File: src/rtl/crt_timing_pkg.sv
// Package: shared default widths and fixed count offsets for the CRT timing
// generator. Assumes the offsets are fixed by the register encoding.
package crt_timing_pkg;
    localparam int CRT_H_W     = 8;  // horizontal count fields
    localparam int CRT_V_W     = 10; // vertical count fields
    localparam int CRT_HBE_W   = 6;  // horizontal blank end match width
    localparam int CRT_HSE_W   = 5;  // horizontal sync end match width
    localparam int CRT_VBE_W   = 7;  // vertical blank end match width
    localparam int CRT_VSE_W   = 4;  // vertical sync end match width
    localparam int CRT_H_EXTRA = 5;  // line length = h_total + this
    localparam int CRT_V_EXTRA = 2;  // frame length = v_total + this

    // Window state held by each span tracker.
    typedef enum logic {
        SPAN_OFF = 1'b0,
        SPAN_ON  = 1'b1
    } span_state_e;
endpackage

File: src/rtl/crt_span.sv
// Module: crt_span
// Tracks one timing window (blank or retrace). On each step the window
// opens when the next counter value equals the full-width start field, and
// otherwise closes when the low EW bits of the next value equal the end
// field. Assumes CW >= SW and CW >= EW.
module crt_span
    import crt_timing_pkg::*;
#(
    parameter int CW = 9,
    parameter int SW = 8,
    parameter int EW = 6
) (
    input  logic          clk,
    input  logic          rst_n,
    input  logic          step,
    input  logic [CW-1:0] cnt_next,
    input  logic [SW-1:0] start_val,
    input  logic [EW-1:0] end_low,
    output logic          active
);
    span_state_e state_q;
    logic        hit_start;
    logic        hit_end;

    assign hit_start = (cnt_next == CW'(start_val));
    assign hit_end   = (cnt_next[EW-1:0] == end_low);
    assign active    = (state_q == SPAN_ON);

    // Open on start match (priority), close on low-bit end match.
    always_ff @(posedge clk) begin
        if (!rst_n) begin
            state_q <= SPAN_OFF;
        end else if (step) begin
            if (hit_start) begin
                state_q <= SPAN_ON;
            end else if (hit_end) begin
                state_q <= SPAN_OFF;
            end
        end
    end

    AST_SPAN_STEP_ONLY: assert property (@(posedge clk) disable iff (!rst_n)
        !step |=> $stable(active));
endmodule

File: src/rtl/crt_hcount.sv
// Module: crt_hcount
// Character counter for one scan line, plus horizontal blank and retrace
// windows. Assumes the field inputs are static while a line runs; if the
// total shrinks below the current count, the counter wraps at once.
module crt_hcount
    import crt_timing_pkg::*;
#(
    parameter int H_W   = CRT_H_W,
    parameter int HBE_W = CRT_HBE_W,
    parameter int HSE_W = CRT_HSE_W
) (
    input  logic             clk,
    input  logic             rst_n,
    input  logic             ce,
    input  logic [H_W-1:0]   h_total,
    input  logic [H_W-1:0]   h_disp_end,
    input  logic [H_W-1:0]   hb_start,
    input  logic [HBE_W-1:0] hb_end,
    input  logic [H_W-1:0]   hs_start,
    input  logic [HSE_W-1:0] hs_end,
    output logic             h_active,
    output logic             h_blank,
    output logic             h_sync,
    output logic             line_tick
);
    localparam int CW = H_W + 1;

    logic [CW-1:0] hc;
    logic [CW-1:0] hc_next;
    logic [CW-1:0] h_last;
    logic          wrap;

    assign h_last    = CW'(h_total) + CW'(CRT_H_EXTRA - 1);
    assign wrap      = (hc >= h_last);
    assign hc_next   = wrap ? '0 : hc + 1'b1;
    assign line_tick = ce & wrap;
    assign h_active  = (hc <= CW'(h_disp_end));

    // Advance the character counter on each enabled clock.
    always_ff @(posedge clk) begin
        if (!rst_n) begin
            hc <= '0;
        end else if (ce) begin
            hc <= hc_next;
        end
    end

    crt_span #(.CW(CW), .SW(H_W), .EW(HBE_W)) u_hblank (
        .clk(clk), .rst_n(rst_n), .step(ce), .cnt_next(hc_next),
        .start_val(hb_start), .end_low(hb_end), .active(h_blank)
    );

    crt_span #(.CW(CW), .SW(H_W), .EW(HSE_W)) u_hsync (
        .clk(clk), .rst_n(rst_n), .step(ce), .cnt_next(hc_next),
        .start_val(hs_start), .end_low(hs_end), .active(h_sync)
    );

    AST_HC_STEP: assert property (@(posedge clk) disable iff (!rst_n)
        ce |=> (hc == '0) || (hc == $past(hc) + 1'b1));
    AST_HC_RANGE: assert property (@(posedge clk) disable iff (!rst_n)
        ce |=> hc <= $past(h_last));
    AST_HC_HOLD: assert property (@(posedge clk) disable iff (!rst_n)
        !ce |=> $stable(hc));
endmodule

File: src/rtl/crt_vcount.sv
// Module: crt_vcount
// Line counter, vertical blank and retrace windows, scan doubling and the
// split-screen pulse. Steps only on a line tick from the horizontal counter.
// Assumes the field inputs are static while a frame runs.
module crt_vcount
    import crt_timing_pkg::*;
#(
    parameter int V_W   = CRT_V_W,
    parameter int VBE_W = CRT_VBE_W,
    parameter int VSE_W = CRT_VSE_W
) (
    input  logic             clk,
    input  logic             rst_n,
    input  logic             line_tick,
    input  logic             scan_double,
    input  logic [V_W-1:0]   v_total,
    input  logic [V_W-1:0]   v_disp_end,
    input  logic [V_W-1:0]   vb_start,
    input  logic [VBE_W-1:0] vb_end,
    input  logic [V_W-1:0]   vs_start,
    input  logic [VSE_W-1:0] vs_end,
    input  logic [V_W-1:0]   line_cmp,
    output logic             v_active,
    output logic             v_blank,
    output logic             v_sync,
    output logic             split_pulse
);
    localparam int CW = V_W + 1;

    logic [CW-1:0] vc;
    logic [CW-1:0] vc_next;
    logic [CW-1:0] v_last;
    logic          phase;
    logic          adv;

    assign v_last   = CW'(v_total) + CW'(CRT_V_EXTRA - 1);
    assign vc_next  = (vc >= v_last) ? '0 : vc + 1'b1;
    assign adv      = line_tick & (~scan_double | phase);
    assign v_active = (vc < CW'(v_disp_end));

    // Doubling phase: toggles per line tick while doubling, else held at 0.
    always_ff @(posedge clk) begin
        if (!rst_n) begin
            phase <= 1'b0;
        end else if (line_tick) begin
            phase <= scan_double & ~phase;
        end
    end

    // Advance the line counter on each qualified line tick.
    always_ff @(posedge clk) begin
        if (!rst_n) begin
            vc <= '0;
        end else if (adv) begin
            vc <= vc_next;
        end
    end

    // One-clock split pulse when the counter arrives at the compare line.
    always_ff @(posedge clk) begin
        if (!rst_n) begin
            split_pulse <= 1'b0;
        end else begin
            split_pulse <= adv & (vc_next == CW'(line_cmp));
        end
    end

    crt_span #(.CW(CW), .SW(V_W), .EW(VBE_W)) u_vblank (
        .clk(clk), .rst_n(rst_n), .step(adv), .cnt_next(vc_next),
        .start_val(vb_start), .end_low(vb_end), .active(v_blank)
    );

    crt_span #(.CW(CW), .SW(V_W), .EW(VSE_W)) u_vsync (
        .clk(clk), .rst_n(rst_n), .step(adv), .cnt_next(vc_next),
        .start_val(vs_start), .end_low(vs_end), .active(v_sync)
    );

    AST_VC_HOLD: assert property (@(posedge clk) disable iff (!rst_n)
        !line_tick |=> $stable(vc));
    AST_VC_RANGE: assert property (@(posedge clk) disable iff (!rst_n)
        adv |=> vc <= $past(v_last));
    AST_VSYNC_AT_LINE: assert property (@(posedge clk) disable iff (!rst_n)
        $rose(v_sync) |-> $past(line_tick));
    AST_SPLIT_AT_LINE: assert property (@(posedge clk) disable iff (!rst_n)
        split_pulse |-> $past(line_tick));
    AST_SPLIT_SINGLE: assert property (@(posedge clk) disable iff (!rst_n)
        split_pulse |=> !split_pulse);
    AST_DOUBLE_SKIP: assert property (@(posedge clk) disable iff (!rst_n)
        (line_tick && scan_double && !phase) |=> $stable(vc));
endmodule

File: src/rtl/crt_timing_gen.sv
// Module: crt_timing_gen (top)
// Programmable raster timing: horizontal counter feeding a line counter,
// windows for blank and retrace, display enable, status and split pulse.
// Assumes the timing fields are held static between resets.
module crt_timing_gen
    import crt_timing_pkg::*;
#(
    parameter int H_W   = CRT_H_W,
    parameter int V_W   = CRT_V_W,
    parameter int HBE_W = CRT_HBE_W,
    parameter int HSE_W = CRT_HSE_W,
    parameter int VBE_W = CRT_VBE_W,
    parameter int VSE_W = CRT_VSE_W
) (
    input  logic             clk,
    input  logic             rst_n,
    input  logic             char_ce,
    input  logic [H_W-1:0]   h_total,
    input  logic [H_W-1:0]   h_disp_end,
    input  logic [H_W-1:0]   h_blank_start,
    input  logic [HBE_W-1:0] h_blank_end,
    input  logic [H_W-1:0]   h_sync_start,
    input  logic [HSE_W-1:0] h_sync_end,
    input  logic [V_W-1:0]   v_total,
    input  logic [V_W-1:0]   v_disp_end,
    input  logic [V_W-1:0]   v_blank_start,
    input  logic [VBE_W-1:0] v_blank_end,
    input  logic [V_W-1:0]   v_sync_start,
    input  logic [VSE_W-1:0] v_sync_end,
    input  logic [V_W-1:0]   line_cmp,
    input  logic             scan_double,
    output logic             disp_en,
    output logic             h_blank,
    output logic             v_blank,
    output logic             h_sync,
    output logic             v_sync,
    output logic             stat_any_retrace,
    output logic             stat_v_retrace,
    output logic             split_reset
);
    logic h_active;
    logic v_active;
    logic line_tick;

    crt_hcount #(.H_W(H_W), .HBE_W(HBE_W), .HSE_W(HSE_W)) u_h (
        .clk(clk), .rst_n(rst_n), .ce(char_ce),
        .h_total(h_total), .h_disp_end(h_disp_end),
        .hb_start(h_blank_start), .hb_end(h_blank_end),
        .hs_start(h_sync_start), .hs_end(h_sync_end),
        .h_active(h_active), .h_blank(h_blank), .h_sync(h_sync),
        .line_tick(line_tick)
    );

    crt_vcount #(.V_W(V_W), .VBE_W(VBE_W), .VSE_W(VSE_W)) u_v (
        .clk(clk), .rst_n(rst_n), .line_tick(line_tick),
        .scan_double(scan_double),
        .v_total(v_total), .v_disp_end(v_disp_end),
        .vb_start(v_blank_start), .vb_end(v_blank_end),
        .vs_start(v_sync_start), .vs_end(v_sync_end),
        .line_cmp(line_cmp),
        .v_active(v_active), .v_blank(v_blank), .v_sync(v_sync),
        .split_pulse(split_reset)
    );

    // Combine per-axis results into the visible area and status pair.
    assign disp_en          = h_active & v_active;
    assign stat_any_retrace = h_sync | v_sync;
    assign stat_v_retrace   = v_sync;

    AST_STATUS_NEST: assert property (@(posedge clk) disable iff (!rst_n)
        stat_v_retrace |-> stat_any_retrace);
endmodule

File: config.mk
export PLATFORM = sky130hd
export DESIGN_NAME = crt_timing_gen
export DESIGN_NICKNAME = d
export VERILOG_FILES = /design/src/rtl/crt_timing_pkg.sv /design/src/rtl/crt_span.sv /design/src/rtl/crt_hcount.sv /design/src/rtl/crt_vcount.sv /design/src/rtl/crt_timing_gen.sv
export SDC_FILE = /design/constraint.sdc
export NUM_CORES = 1
export LEC_CHECK = 0
export ABC_AREA = 1
export BUFFER_PORTS_ARGS = -buffer_cell sky130_fd_sc_hd__buf_2
export CELL_PAD_IN_SITES_DETAIL_PLACEMENT = 1
export CELL_PAD_IN_SITES_GLOBAL_PLACEMENT = 2
export CORE_ASPECT_RATIO = 1.5
export CORE_MARGIN = 2
export CORE_UTILIZATION = 28
export CTS_CLUSTER_DIAMETER = 60
export DETAILED_ROUTE_END_ITERATION = 6
export PLACE_DENSITY_LB_ADDON = 0.1
export SYNTH_ARGS = -nofsm -noshare
export SYNTH_HDL_FRONTEND = slang
export SYNTH_SLANG_ARGS = --single-unit
File: constraint.sdc
create_clock -name clk -period 6 [get_ports clk]
set_clock_uncertainty 0.1 [all_clocks]
set_input_delay 0.3 -clock clk [delete_from_list [all_inputs] [get_ports clk]]
set_output_delay 0.3 -clock clk [all_outputs]
set_load 0.02 [all_outputs]
==> results.json, run 1 <==
{
  "cts_sinks": 26,
  "wl_met2_um": 8067,
  "crit_path_max_fanout": 37,
  "wire_per_inst_um": 14.96,
  "fmax_ghz": 0.2958,
  "clockPowerShare_pct": 33.6,
  "internal_power_mw": 0.3998,
  "highest_layer": "met4",
  "final.min_clock_period_ns": 3.381,
  "drtIter0Drc": 69,
  "place.port_buffers": 115,
  "fin_nets": 901,
  "yosysSeqAreaShare_pct": 13.66,
  "die_y_um": 146.9,
  "pwr-share-seq_pct": 30.5,
  "diodes": 0,
  "grt_pass1_wl_um": 22390,
  "synth_mux_area_share_pct": 0,
  "routabilityCongestion": 0.8211,
  "synth_edf_count": 0,
  "remaining_drc_errors": 0,
  "slew_viol_final": 0,
  "ys_ff_latch": 26,
  "post_cts_buffers": 0,
  "clockBufferDepth": 2,
  "synth_compound_gate_area_share_pct": 9.586,
  "cp.arrival_ns": 3.49,
  "fill_cells": 1833,
  "critPathCaptureType": "register",
  "yosys_warnings": 0,
  "grt_pass1_vias": 4661,
  "ir_worst_vdd_uv": 76.03,
  "outcome": "complete, no violations",
  "die_x_um": 99.26,
  "synthXorXnorAreaFrac_pct": 7.584,
  "finalCritPeriodShare_pct": 56.35,
  "synthArstFlopShare_pct": 0,
  "cts_tree": "built",
  "power.leakage_nw": 2.622,
  "core_mm2": 0.01340,
  "num_vias": 4378,
  "synth_nets": 795,
  "synth_flop_cell": "dfxtp_1",
  "hold_viol_final": 0,
  "synth_fa_ha_area_share_pct": 13.46,
  "htree_num_levels": 1,
  "die-area_mm2": 0.01458,
  "synth_top_family_by_area": "simple AND/OR/NAND/NOR gates",
  "io_pins": 116,
  "dr_wl_met3_um": 286,
  "row_count": 52,
  "tightest_slew_ns": 0.7722,
  "drv_cap": 0,
  "ant_nets": 0,
  "rsz0062_at_grt": "false",
  "drive_gt1_share_pct": 19.31,
  "met1Wirelength_um": 5190,
  "synth_area_mm2": 0.003811,
  "clk_latency_ns": 0.27,
  "drt_wl_total_um": 13660,
  "grt-ovfl-total": 0,
  "postSynthAreaPerCell_um2": 5.900,
  "synth-simple-area-share_pct": 41.79,
  "crit_required_ns": 6.11,
  "dp.final_hpwl_um": 11540,
  "cts_buffers": 3,
  "p_total_mw": 0.6208,
  "ys_types": 34,
  "start_util_pct": 28.44,
  "areaGrowthSynthToFinish_pct": 20.88,
  "grt_antenna_before_repair": 0,
  "grt_use_total_pct": 18.84,
  "cts_resized": 0,
  "grt_max_degree": 38,
  "p_comb_share_pct": 35.9,
  "power.density_mw_per_mm2": 134.8,
  "worstSetupPathType": "primary input to register",
  "switchingPower_mw": 0.2210,
  "cts_root_buf": "clkbuf_16",
  "p_sw_share_pct": 35.59,
  "path_clk_slew_ns": 0.08,
  "cts-hold-fix-buffers": 0,
  "relSlewSlack_pct": 48.33,
  "setup_tns_ns": 0,
  "via_per_inst": 4.795,
  "dr.pass1.iters": 4,
  "hold_path_class": "primary input to register",
  "start_kind": "primary input",
  "synth_cells": 646,
  "finalSetupViolations": 0
}
logic make-up after synthesis:
group | after synthesis
xor+xnor | 33
simple gates | 345
compound gates | 69
flops | 26
fa+ha+maj | 41
buf+inv | 132
path summary, 6_finish.rpt:
| path | from | endpoint | slack [ns] | depth (start not counted) |
|---|---|---|---|---|
| setup / recovery | v_total[0] | u_v.split_pulse | 2.62 | 18 |
| hold / removal | line_cmp[2] | u_v.split_pulse | 0.24 | 4 |
| setup reg to reg | u_v.vc[6] | u_v.split_pulse | 2.96 | 12 |
| hold reg to reg | u_h.u_hblank.active | u_h.u_hblank.active | 0.37 | 2 |
placed cells by master, fill, tap and decap left out, types with 25 or more instances in the layout:
cell | netlist | layout
a21oi_1 | 31 | 31
buf_2 | 4 | 115
ha_1 | 41 | 41
nand3_1 | 48 | 48
nand4_1 | 37 | 37
inv_1 | 114 | 114
dfxtp_1 | 26 | 26
nand2_1 | 180 | 180
xor2_1 | 25 | 25
o21ai_0 | 25 | 25
nor2_1 | 47 | 47
synthesized netlist by cell type (4+ instances only):
cell      count  area, µm²
inv_1       114      427.9
nand3_2       7      70.07
o22ai_1       8      50.05
a21oi_1      31      155.2
clkbuf_1      5      18.77
nand3_1      48      240.2
nor2_2        4      25.02
o21ai_0      25      125.1
nand2_1     180      675.7
xor2_1       25      219.0
xnor2_1       8      70.07
dfxtp_1      26      520.5
nand2_2       6      37.54
buf_2         4      20.02
ha_1         41      513.0
nand4_1      37      231.5
nor2_1       47      176.4
worst max-delay path: stages:
cell and delay [ns]:
buf_2 0.10, ha_1 0.18, nand3_1 0.11, nand3b_1 0.21
nor3b_1 0.31, nand3_1 0.13, ha_1 0.32, nand2_2 0.11
inv_1 0.05, nand2_1 0.08, nand2_2 0.09, nor2_8 0.47
nand3_1 0.38, nand2_1 0.14, o21ai_0 0.10, a21oi_1 0.12
nand4_1 0.17, nor2_1 0.12
area by class of cell:
type | count | area (µm²) | area share [%]
clock buffers | 3 | 75.07 | 1.630
clock inverters | 1 | 30.03 | 0.6518
inverters | 118 | 442.9 | 9.614
multi-input cells | 488 | 2760 | 59.91
flip-flops and latches | 26 | 520.5 | 11.30
well taps | 162 | 202.7 | 4.400
repair buffers | 115 | 575.6 | 12.49
power by group through the flow:
stage	Combinational [mW]	Sequential, mW	Clock (mW)
final	0.223	0.189	0.208
after global routing	0.258	0.191	0.219
after CTS	0.228	0.190	0.215
after detailed placement	0.227	0.194	0
after global placement	0.221	0.193	0
after floorplan	0.143	0.188	0
sequential cells by signal, summed over array words and instances, names as in the netlist:
register and cells:
u_v.vc 11, u_h.hc 9, u_h.u_hblank.active 1, u_h.u_hsync.active 1, u_v.phase 1, u_v.split_pulse 1, u_v.u_vblank.active 1, u_v.u_vsync.active 1
metal layers:
metal  vias to the layer above  track usage [%]
met5                         -                0
met4                         0            2.671
met3                         8            1.570
met2                        50            40.07
met1                      2028            19.57
li1                       2292                -
per-stage QoR:
step / worst slack (ns) / area (µm²) / instances / utilization [%] / hold slack (ns)
2_1_floorplan: 3.248 / 3811 / 646 / - / 0.3384
3_3_place_gp: 2.399 / 4502 / 909 / 33.59 / 0.3595
3_5_place_dp: 2.315 / 4502 / 909 / 33.59 / 0.3731
4_1_cts: 2.581 / 4607 / 913 / 34.37 / 0.2451
5_1_grt: 2.233 / 4607 / 913 / 34.37 / 0.2415
6_report: 2.619 / 4607 / 913 / 34.37 / 0.2365
Note: power is estimated with default switching activity, not from simulation.
==> run 2, diff against run 1 <==
--- a/config.mk
+++ b/config.mk
@@ -11,7 +11,7 @@
 export CELL_PAD_IN_SITES_GLOBAL_PLACEMENT = 2
 export CORE_ASPECT_RATIO = 1.5
 export CORE_MARGIN = 2
-export CORE_UTILIZATION = 28
+export CORE_UTILIZATION = 24
 export CTS_CLUSTER_DIAMETER = 60
 export DETAILED_ROUTE_END_ITERATION = 6
 export PLACE_DENSITY_LB_ADDON = 0.1
==> constraint.sdc (replaced) <==
create_clock -name clk -period 2.7 [get_ports clk]
set_clock_uncertainty 0.1 [all_clocks]
set_input_delay 0.135 -clock clk [delete_from_list [all_inputs] [get_ports clk]]
set_output_delay 0.135 -clock clk [all_outputs]
set_load 0.02 [all_outputs]
==> run 2 against run 1 <==
Net effect:
- design area grew 19%
- sequential share of layout area down 1.8 points
- clock-buffer cell count is the same
- highest routed layer unchanged
- power increased by 140%
- routed wire length rose by 14%
- hold slack worse by 0.14 ns
- setup slack got worse by 2.5 ns
- die area grew 16%
- combinational power grew to 2.9 times the previous value
- critical path depth shrank 1
- clock power grew 120%
- register-to-register slack worse by 2.7 ns
==> results.json, run 2 (same netlist as run 1, synthesis figures left out) <==
{
  "outcome": "complete, no violations",
  "via_per_inst": 4.611,
  "p_sw_share_pct": 34.83,
  "hold_path_class": "primary input to register",
  "cts_sinks": 26,
  "power.density_mw_per_mm2": 275.1,
  "crit_path_max_fanout": 8,
  "relSlewSlack_pct": 68.91,
  "areaGrowthSynthToFinish_pct": 43.66,
  "p_comb_share_pct": 42.7,
  "slew_viol_final": 0,
  "largest_reg_flops": 11,
  "dp.final_hpwl_um": 13200,
  "fin_cells": 1023,
  "cts_root_buf": "clkbuf_16",
  "final_common_cell": "nand2_1",
  "place.port_buffers": 115,
  "final_util_pct": 35.04,
  "r2r-start": "u_h.hc[0]",
  "drv_cap": 0,
  "start_kind": "primary input",
  "clockPowerShare_pct": 30.1,
  "remaining_drc_errors": 0,
  "start_util_pct": 24.39,
  "grt_pass1_wl_um": 23990,
  "internal_power_mw": 0.9814,
  "post-place-cells": 1008,
  "power.leakage_nw": 3.038,
  "layout_common_cells": "nand2_1 (176), inv_1 (114), buf_2 (113)",
  "grt_pass1_vias": 4836,
  "path_clk_slew_ns": 0.08,
  "finalSetupViolations": 0,
  "core_mm2": 0.01563,
  "rsz0062_at_grt": "true",
  "final.min_clock_period_ns": 2.627,
  "worstSetupPathType": "primary input to register",
  "tightest_slew_ns": 0.4648,
  "cts_tree": "built",
  "wire_per_inst_um": 15.20,
  "fmax_ghz": 0.3806,
  "die_y_um": 158.3,
  "fill_cells": 2106,
  "ir_worst_vdd_uv": 155.8,
  "clockBufferDepth": 2,
  "critPathCaptureType": "register",
  "ant_nets": 0,
  "grt_max_degree": 28,
  "pre_cts_ws_ns": -0.4716,
  "drive_gt1_share_pct": 28.66,
  "place_area_mm2": 0.005051,
  "die_x_um": 106.9,
  "io_pins": 116,
  "grt_antenna_before_repair": 0,
  "clk_latency_ns": 0.27,
  "fin_nets": 970,
  "routabilityCongestion": 0.7971,
  "cts-hold-fix-buffers": 0,
  "largest-register": "u_v.vc",
  "cts_buffers": 3,
  "die-area_mm2": 0.01692,
  "grt_use_total_pct": 18.03,
  "top_regs": "u_v.vc: 11 flops, u_h.hc: 9 flops",
  "drtIter0Drc": 161,
  "hold_viol_final": 0,
  "finalWorstSetupSlack_ns": 0.07260,
  "finalCritPeriodShare_pct": 97.31,
  "dr.pass1.iters": 4,
  "crit_start": "v_total[1]",
  "pwr-share-seq_pct": 27.2,
  "switchingPower_mw": 0.5246,
  "holdWs_ns": 0.09613,
  "setup_tns_ns": 0,
  "num_vias": 4717,
  "diodes": 0,
  "row_count": 56,
  "p_total_mw": 1.506,
  "fin_area_mm2": 0.005475,
  "holdCritStartpoint": "line_cmp[2]",
  "htree_num_levels": 1,
  "crit_required_ns": 2.81,
  "cp.arrival_ns": 2.73,
  "grt-ovfl-total": 0,
  "drt_wl_total_um": 15550
}
[run 2: changes by cell type in the layout (fill, tap and decap cells not counted), sizes merged]
cell | previous run | this run
buf | 115 | 181
nor2 | 55 | 56
clkbuf | 3 | 5
[run 2: worst paths after layout]
check	end	slack, ns	cells after the start
setup / recovery	u_v.u_vsync.active	0.07	17
hold / removal	u_v.split_pulse	0.1	4
setup reg to reg	u_v.vc[4]	0.28	14
hold reg to reg	u_v.u_vblank.active	0.38	2
[run 2: final cells by class]
class | count | area, µm² | share of cell area (%)
multi-input combinational | 489 | 2934 | 53.59
timing repair buffer | 183 | 1219 | 22.26
sequential | 26 | 520.5 | 9.506
inverter | 118 | 442.9 | 8.090
tap | 203 | 254.0 | 4.639
clock buffer | 3 | 75.07 | 1.371
clock inverter | 1 | 30.03 | 0.5484
[run 2: timing repair]
action	4_1_cts	5_1_grt
setup buffers	0	7
resized for setup	2	39
pin swaps	1	30
cloned	0	4
endpoints found under the setup margin	5	6
[run 2: metal layers]
| metal | vias to the layer above | share of wire, % | global-route usage (%) |
|---|---|---|---|
| met5 | - | 0 | 0 |
| met4 | 0 | 1.2 | 2.536 |
| met3 | 12 | 2.1 | 1.187 |
| li1 | 2432 | - | - |
| met1 | 2212 | 38 | 18.85 |
| met2 | 61 | 59 | 38.85 |
[run 2: critical path: stages]
cell	delay [ns]
buf_8	0.08
ha_4	0.14
nand3_4	0.05
nand3b_1	0.19
nor3b_2	0.28
nand3_2	0.14
ha_4	0.24
a21oi_1	0.24
nand2_4	0.13
nor2_8	0.27
clkbuf_16	0.20
nand4_1	0.09
nand2_1	0.09
nand3_1	0.10
nor2_2	0.14
nand3_1	0.08
a21oi_1	0.13
[run 2: power by group through the flow]
| stage | registers, mW | clock network, mW | logic (mW) |
|---|---|---|---|
| 2_1_floorplan | 0.418 | 0 | 0.317 |
| 3_3_place_gp | 0.419 | 0 | 0.591 |
| 3_5_place_dp | 0.419 | 0 | 0.608 |
| 4_1_cts | 0.410 | 0.465 | 0.611 |
| 5_1_grt | 0.412 | 0.478 | 0.729 |
| 6_report | 0.410 | 0.453 | 0.643 |
==> run 3, diff against run 2 <==
--- a/config.mk
+++ b/config.mk
@@ -9,7 +9,7 @@
 export BUFFER_PORTS_ARGS = -buffer_cell sky130_fd_sc_hd__buf_2
 export CELL_PAD_IN_SITES_DETAIL_PLACEMENT = 1
 export CELL_PAD_IN_SITES_GLOBAL_PLACEMENT = 2
-export CORE_ASPECT_RATIO = 1.5
+export CORE_ASPECT_RATIO = 0.5
 export CORE_MARGIN = 2
 export CORE_UTILIZATION = 24
 export CTS_CLUSTER_DIAMETER = 60
==> run 3 against run 2 <==
Net effect:
- sequential cell count unchanged
- maximum frequency up 0.39%
- utilization up 1.4 points
- non-clock buffer count up 17
- sequential share of layout area down 0.26 points
- combinational power about the same
- die area up 0.24%
- cell count up 1.8%
==> results.json, run 3 (same netlist as run 1, synthesis figures left out) <==
{
  "drive_gt1_share_pct": 31.54,
  "p_total_mw": 1.442,
  "clockPowerShare_pct": 26.8,
  "switchingPower_mw": 0.5306,
  "power.density_mw_per_mm2": 256.1,
  "worstSetupPathType": "primary input to register",
  "largest_reg_flops": 11,
  "r2r_setup_slack_ns": 0.32,
  "fin_area_mm2": 0.005630,
  "clk_latency_ns": 0.27,
  "cp.arrival_ns": 2.73,
  "critPathCaptureType": "register",
  "cts_buffers": 3,
  "routabilityCongestion": 0.8074,
  "slew_viol_final": 0,
  "grt_max_degree": 25,
  "final_util_pct": 36.43,
  "tightest_slew_ns": 0.4580,
  "power.leakage_nw": 3.094,
  "htree_num_levels": 1,
  "fmax_ghz": 0.3821,
  "via_per_inst": 4.560,
  "dp.final_hpwl_um": 12740,
  "largest-register": "u_v.vc",
  "rsz0062_at_grt": "true",
  "start_kind": "primary input",
  "grt_use_total_pct": 18.29,
  "grt-ovfl-total": 0,
  "grt_pass1_wl_um": 24590,
  "num_vias": 4747,
  "clockBufferDepth": 2,
  "crit_required_ns": 2.81,
  "path_clk_slew_ns": 0.07,
  "remaining_drc_errors": 0,
  "cts_root_buf": "clkbuf_16",
  "place.port_buffers": 115,
  "outcome": "complete, no violations",
  "layout_common_cells": "nand2_1 (171), inv_1 (114), buf_2 (113)",
  "p_comb_share_pct": 44.7,
  "ir_worst_vdd_uv": 197.0,
  "areaGrowthSynthToFinish_pct": 47.73,
  "cts_tree": "built",
  "core_mm2": 0.01545,
  "io_pins": 116,
  "hold_path_class": "primary input to register",
  "die-area_mm2": 0.01696,
  "diodes": 0,
  "die_x_um": 182.2,
  "cts_sinks": 26,
  "finalCritPeriodShare_pct": 96.93,
  "ant_nets": 0,
  "crit_path_max_fanout": 4,
  "internal_power_mw": 0.9113,
  "drv_cap": 0,
  "wire_per_inst_um": 14.87,
  "place_area_mm2": 0.005105,
  "dr.pass1.iters": 4,
  "fin_nets": 987,
  "die_y_um": 93.11,
  "final.min_clock_period_ns": 2.617,
  "finalWorstSetupSlack_ns": 0.08280,
  "grt_pass1_vias": 4784,
  "start_util_pct": 24.66,
  "row_count": 32,
  "relSlewSlack_pct": 69.36,
  "final_common_cell": "nand2_1",
  "top_regs": "u_v.vc: 11 flops, u_h.hc: 9 flops",
  "grt_antenna_before_repair": 0,
  "finalSetupViolations": 0,
  "p_sw_share_pct": 36.80,
  "hold_viol_final": 0,
  "drtIter0Drc": 139,
  "setup_tns_ns": 0,
  "pre_cts_ws_ns": -0.5177,
  "drt_wl_total_um": 15480,
  "pwr-share-seq_pct": 28.5
}
==> run 3: metal layers <==
layer	global-route usage (%)	vias up	wire, µm
li1	-	2467	-
met1	25.23	2198	7755
met2	31.49	71	7134
met3	2.142	11	467
met4	2.487	0	121
met5	0	-	0
==> run 3: stage by stage <==
step           hold slack (ns)  std cells
3_3_place_gp            0.3643       1021
2_1_floorplan           0.1734        646
5_1_grt                 0.1124       1041
6_report               0.09720       1041
4_1_cts                0.08039       1031
3_5_place_dp            0.3732       1021
==> run 3: repair_timing <==
| action | in CTS | in global routing |
|---|---|---|
| hold buffers | 0 | 0 |
| cloned | 1 | 0 |
| endpoints found under the setup margin | 4 | 7 |
| buffers inserted | 6 | 11 |
| resized for setup | 14 | 55 |
| pin swaps | 11 | 35 |
==> run 3: area by class of cell <==
cell class,instances,area (µm²)
Sequential cell,26,520.5
Tap cell,204,255.2
Timing Repair Buffer,200,1308
Clock buffer,4,88.84
Fill cell,2037,9824
Multi-Input combinational cell,489,3015
Inverter,118,442.9
==> run 3: path summary, 6_finish.rpt <==
check,start,depth (start not counted),to
max,v_total[1],19,u_v.split_pulse
min,line_cmp[2],4,u_v.split_pulse
max reg2reg,u_h.hc[1],13,u_h.u_hblank.active
min reg2reg,u_h.u_hblank.active,2,u_h.u_hblank.active
==> run 3: critical path, stage by stage <==
cell	delay (ns)
buf_8	0.08
ha_4	0.13
nand3_2	0.07
nand3b_1	0.20
nor3b_2	0.25
xor2_1	0.19
ha_1	0.28
nand2_1	0.08
nand2_1	0.06
nand2_2	0.07
nand2_4	0.08
nor2_4	0.19
buf_6	0.14
nand3_4	0.09
nand2_1	0.07
o21ai_0	0.10
nor2_1	0.18
nand4_1	0.17
nor2_2	0.12
==> run 3: power by group through the flow <==
stage               logic, mW  clock network [mW]  registers [mW]
finish                  0.645               0.386           0.412
floorplan               0.317                   0           0.418
CTS                     0.616               0.404           0.412
global route            0.733               0.418           0.414
detailed placement      0.595                   0           0.421
global placement        0.586                   0           0.421
